--- src/rtl/clkdiv_pkg.sv ---
`timescale 1ns/1ps
package clkdiv_pkg;
  // Number of divider stages (divide by 2, 4, 8).
  localparam int DIV_STAGES = 3;

  // Strobes passed from the enable control to the counter chain.
  typedef struct packed {
    logic advance;   // this rising edge moves the chain by one count
  } ctrlStrobes_t;
endpackage

--- src/rtl/clkdiv_ctrl.sv ---
`timescale 1ns/1ps
module clkdiv_ctrl
  import clkdiv_pkg::*;
(
  input  logic         clkIn,
  input  logic         masterRst,
  input  logic         enableIn,
  output ctrlStrobes_t strobes
);
  logic enCaptured;

  // Enable captured on the falling edge, so the effective gate only
  // opens or closes during the low phase of the input clock.
  always_ff @(negedge clkIn or posedge masterRst) begin
    if (masterRst) enCaptured <= 1'b0;
    else           enCaptured <= enableIn;
  end

  always_comb begin
    strobes = '0;
    strobes.advance = enCaptured;
  end
endmodule

--- src/rtl/clkdiv_chain.sv ---
`timescale 1ns/1ps
module clkdiv_chain
  import clkdiv_pkg::*;
#(
  parameter int STAGES = DIV_STAGES
) (
  input  logic              clkIn,
  input  logic              masterRst,
  input  ctrlStrobes_t      strobes,
  output logic [STAGES-1:0] stageQ
);
  logic [STAGES-1:0] toggleEn;

  // Down counter built from toggle stages: stage s flips when all
  // lower stages are zero, so every stage flips on the wrap to all ones.
  for (genvar s = 0; s < STAGES; s++) begin : g_stage
    logic bitQ;
    if (s == 0) begin : g_first
      assign toggleEn[s] = strobes.advance;
    end else begin : g_upper
      assign toggleEn[s] = strobes.advance && (stageQ[s-1:0] == '0);
    end

    always_ff @(posedge clkIn or posedge masterRst) begin
      if (masterRst)        bitQ <= 1'b0;
      else if (toggleEn[s]) bitQ <= ~bitQ;
    end

    assign stageQ[s] = bitQ;
  end
endmodule

--- src/rtl/clkdiv_pow2.sv ---
`timescale 1ns/1ps
module clkdiv_pow2
  import clkdiv_pkg::*;
(
  input  logic clkIn,
  input  logic masterRst,
  input  logic enableIn,
  output logic outDiv2,
  output logic outDiv4,
  output logic outDiv8
);
  ctrlStrobes_t            strobes;
  logic [DIV_STAGES-1:0]   stageQ;

  clkdiv_ctrl i_ctrl (
    .clkIn     (clkIn),
    .masterRst (masterRst),
    .enableIn  (enableIn),
    .strobes   (strobes)
  );

  clkdiv_chain #(.STAGES(DIV_STAGES)) i_chain (
    .clkIn     (clkIn),
    .masterRst (masterRst),
    .strobes   (strobes),
    .stageQ    (stageQ)
  );

  assign outDiv2 = stageQ[0];
  assign outDiv4 = stageQ[1];
  assign outDiv8 = stageQ[2];
endmodule

--- config.mk ---
export PLATFORM = sky130hd
export DESIGN_NAME = clkdiv_pow2
export DESIGN_NICKNAME = d
export VERILOG_FILES = /design/src/rtl/clkdiv_pkg.sv /design/src/rtl/clkdiv_ctrl.sv /design/src/rtl/clkdiv_chain.sv /design/src/rtl/clkdiv_pow2.sv
export SDC_FILE = /design/constraint.sdc
export NUM_CORES = 1
export LEC_CHECK = 0
export ABC_CLOCK_PERIOD_IN_PS = 900
export BUFFER_PORTS_ARGS = -buffer_cell sky130_fd_sc_hd__buf_2
export CORE_AREA = 2 2 39 41
export CTS_BUF_LIST = sky130_fd_sc_hd__clkbuf_4
export DETAILED_ROUTE_END_ITERATION = 7
export DIE_AREA = 0 0 41 43
export PLACE_DENSITY = 0.41
export SLEW_MARGIN = 0
export SYNTH_ARGS = -nofsm -noshare
export SYNTH_HDL_FRONTEND = slang
export SYNTH_HIERARCHICAL = 1
export SYNTH_SLANG_ARGS = --single-unit
--- constraint.sdc ---
create_clock -name clkIn -period 0.9 [get_ports clkIn]
set_clock_uncertainty 0.05 [all_clocks]
set_input_delay 0.135 -clock clkIn [delete_from_list [all_inputs] [get_ports clkIn]]
set_output_delay 0.135 -clock clkIn [all_outputs]
set_load 0.1 [all_outputs]
== Word-level counts from Yosys, hierarchy flattened ==
Cells that the tools add are included.

* Reductions and logical operators: 3
* Bitwise gates (word level): 3

{| class="wikitable"
|+ Operators by type and width
! cell !! number
|-
| $not A1 Y1 || 3
|-
| $logic_and A1 B1 Y1 || 2
|-
| $logic_not A2 Y1 || 1
|}

* Output and inout bits: 3
* Flip-flop bits (word level): 4
* Word-level logic and storage cells: 10
* Bits of input ports: 3

== Logic depth before layout (Yosys ltp) ==
* Word-level depth: 2
* Gate-level depth with buffers: 2
* Gate-level depth less buffers: 2

== Modules after synthesis ==
The synthesis kept the hierarchy.

{| class="wikitable"
|+ By module, submodules not included
! module !! instances !! area each (µm²) !! cells an instance !! sequential area each (µm²)
|-
| clkdiv_chain || 1 || 146.4 || 12 || 75.1
|-
| clkdiv_ctrl || 1 || 28.8 || 2 || 25.0
|}

==> summary.md <==
| Metric | Value |
|---|---|
| Crit start category | `flip-flop` |
| Result of the run | `finished with violations` |
| Data required time at the worst endpoint | `around 1 ns` |
| Syn-to-layout area delta | `92.1%` |
| Synthesized Nets | `17` |
| Netlist area before placement | `about 180 µm²` |
| Final HPWL from detailed placement | `between 200 and 250 µm` |
| Slew headroom | `about 90%` |
| Hold Slack | `around 0.27 ns` |
| Layout filler cell count | `150` |
| Final count of negative-setup-slack endpoints | `6` |
| Via count | `between 100 and 150` |
| Path class of the lowest-slack min-delay path | `input port to async pin` |
| Post-synthesis cell type count | `8` |
| Ordered list of cells on the worst path | `buf_4 -> buf_6 -> xor2_1` |
| CTS clock-pin slew for the worst setup and hold paths | `approximately 0.05 ns` |
| Reg area | `101 µm²` |
| Post-DR wirelength/cell | `between 7 and 8 µm` |
| Crit Path Max Fanout | `2` |
| Vias in the first global route | `140` |
| Final GP Congestion | `between 0.5 and 0.6` |
| Area of the multi-input gates | `approximately 45 µm²` |
| Final critical-path setup slack | `-0.423 ns` |
| Delay of the slowest cell on the worst path | `around 0.33 ns` |
| Sequential-to-total area share from yosys stat | `around 57%` |
| Final antenna-violating net count | `0` |
| Die Height | `~43 µm` |
| Drt total wl | `329 µm` |
| Leftover overflow at the end of global routing | `0` |
| Largest delay share family, worst path | `flip-flops` |
| Slowest stage cell, crit path | `sky130_fd_sc_hd__dfrtn_1` |
| Chip width | `41 µm` |
| Overall global routing resource usage | `under 10%` |
| H-Tree Level Count | `1` |
| Number of nets in the layout | `31` |
| Port bufs | `5` |
| Crit Path Class | `flip-flop to flip-flop` |
| 1st-iter DRT viols | `0` |
| Die footprint | `between 0.0015 and 0.002 mm²` |
| Number of max-capacitance violations reported | `0` |
| Final slew viol count | `0` |
| Clock sink count | `4` |
| Arrival time of data at the critical path endpoint | `~1.4 ns` |
| Proportion of layout cells with a drive suffix above 1 | `~63%` |
| Wire length of the first global-routing pass | `510 µm` |
| Nature of the critical path endpoint | `flip-flop` |
| Number of vias per cell after detailed routing | `3.05` |
| Rows | `14` |
| Flip-flop and latch count after synthesis | `4` |
| Synthesis Warnings | `6` |
| Cells after Synth | `14` |
| Longest Clk Path Bufs | `2` |
| Antenna diode count | `0` |
| Post-Syn Area per Cell | `about 13 µm²` |
| Number of DRC violations after detailed routing | `0` |
| Antenna violations before repair | `0` |
| Clock tree root buffer cell | `sky130_fd_sc_hd__clkbuf_4` |
| Number of optimization iterations in the first detailed-route pass | `1` |
| Core footprint | `roughly 0.0014 mm²` |
| Worst setup slack before clock tree synthesis | `-0.449 ns` |
| Transition time at the pin with the least slew margin | `0.144 ns` |
| Initial Utilization | `about an eighth` |
| Clock tree from TritonCTS | `yes` |
| RSZ-0062 raised after global routing | `true` |
| Buf/Inv on CP | `2` |
| Setup tns final | `-1.68 ns` |
| Pin count of the biggest net entering global routing | `4` |
| Violations in the final reports | `negative setup slack` |
| Clk_lat worst skew | `around 0.25 ns` |
| Cts bufs inserted | `3` |
| Final number of hold-violating endpoints | `0` |
| Num ports | `6` |
-- stage by stage --
| step | area (µm²) | utilization, % | instances |
|---|---|---|---|
| 6_report | 337 | 24.3 | 43 |
| 3_5_place_dp | 250 | 18.1 | 33 |
| 3_3_place_gp | 250 | 18.1 | 33 |
| 5_1_grt | 337 | 24.3 | 43 |
| 4_1_cts | 324 | 23.4 | 42 |
| 2_1_floorplan | 175 | - | 14 |
-- worst reg2reg max path, stage by stage, from the launching register on --
cell                      delay (ns)
sky130_fd_sc_hd__dfrtn_1        0.33
sky130_fd_sc_hd__buf_4          0.14
sky130_fd_sc_hd__buf_6          0.11
sky130_fd_sc_hd__xor2_1         0.13
-- flip-flops by register name, summed over array words and instances (netlist names) --
signal                count
i_ctrl/strobes            1
i_chain/g_stage.bitQ      3
-- cells in the mapped netlist (all sizes together) --
master  n  area share [%]
buf     3              13
dfrtn   1              14
dfrtp   3              43
inv     2             4.3
nand2b  1             3.6
nor3b   1             7.1
xnor2   1             5.0
xor2    2              10
-- per-layer routing --
metal  part of all wire (%)  track usage (%)  up-vias
met5                      0                0        -
met4                      0             6.00        0
met3                    9.4             3.14        0
met2                     51             6.56        6
met1                     40             4.26       62
li1                       -                -       63
-- repair_timing --
item | CTS | global route
buffers inserted | 4 | 1
endpoints found under the hold margin | 3 | 0
gates resized for setup | 1 | 2
setup endpoints to repair | 6 | 6
hold buffers | 1 | 0
-- cells by family (layout without fill, tap and decap cells) --
logic type	Yosys count	in the layout	share of synthesized area (%)
xor gates and xnor gates	3	3	15.0
buffers and inverters	5	18	17.1
DFF	4	4	57.1
and+or+nand+nor	2	2	10.7
-- cells in the final DEF, fill, tap and decap left out --
cell	netlist	final
sky130_fd_sc_hd__clkbuf_4	0	4
sky130_fd_sc_hd__buf_4	3	4
sky130_fd_sc_hd__buf_12	0	3
sky130_fd_sc_hd__xor2_1	2	2
sky130_fd_sc_hd__inv_1	2	2
sky130_fd_sc_hd__dfrtp_1	3	2
sky130_fd_sc_hd__buf_6	0	2
sky130_fd_sc_hd__buf_2	0	2
sky130_fd_sc_hd__dlygate4sd3_1	0	1
sky130_fd_sc_hd__nor3b_2	1	1
sky130_fd_sc_hd__nand2b_1	1	1
sky130_fd_sc_hd__xnor2_1	1	1
sky130_fd_sc_hd__dfrtp_2	0	1
sky130_fd_sc_hd__dfrtn_1	1	1
-- worst paths after layout --
kind                                          from                 endpoint  slack, ns  depth (start not counted)
min in group clkIn                        enableIn           i_ctrl/strobes       0.28                          1
setup reg to reg                    i_ctrl/strobes  i_chain/g_stage[0].bitQ      -0.42                          3
hold / removal                           masterRst  i_chain/g_stage[0].bitQ       0.27                          3
max in group asynchronous                masterRst           i_ctrl/strobes       0.11                          3
hold reg to reg            i_chain/g_stage[0].bitQ  i_chain/g_stage[0].bitQ       0.55                          2
setup / recovery                    i_ctrl/strobes  i_chain/g_stage[0].bitQ      -0.42                          3
-- final cells by class --
class                      count  area share, %
timing repair buffer          12           39.4
inverter                       2           2.23
sequential                     4           30.1
multi-input combinational      5           13.4
clock buffer                   4           8.92
tap                           16           5.95
Power is not shown: default switching activity piles up to over one toggle a cycle in this logic, so the estimate is an artifact.
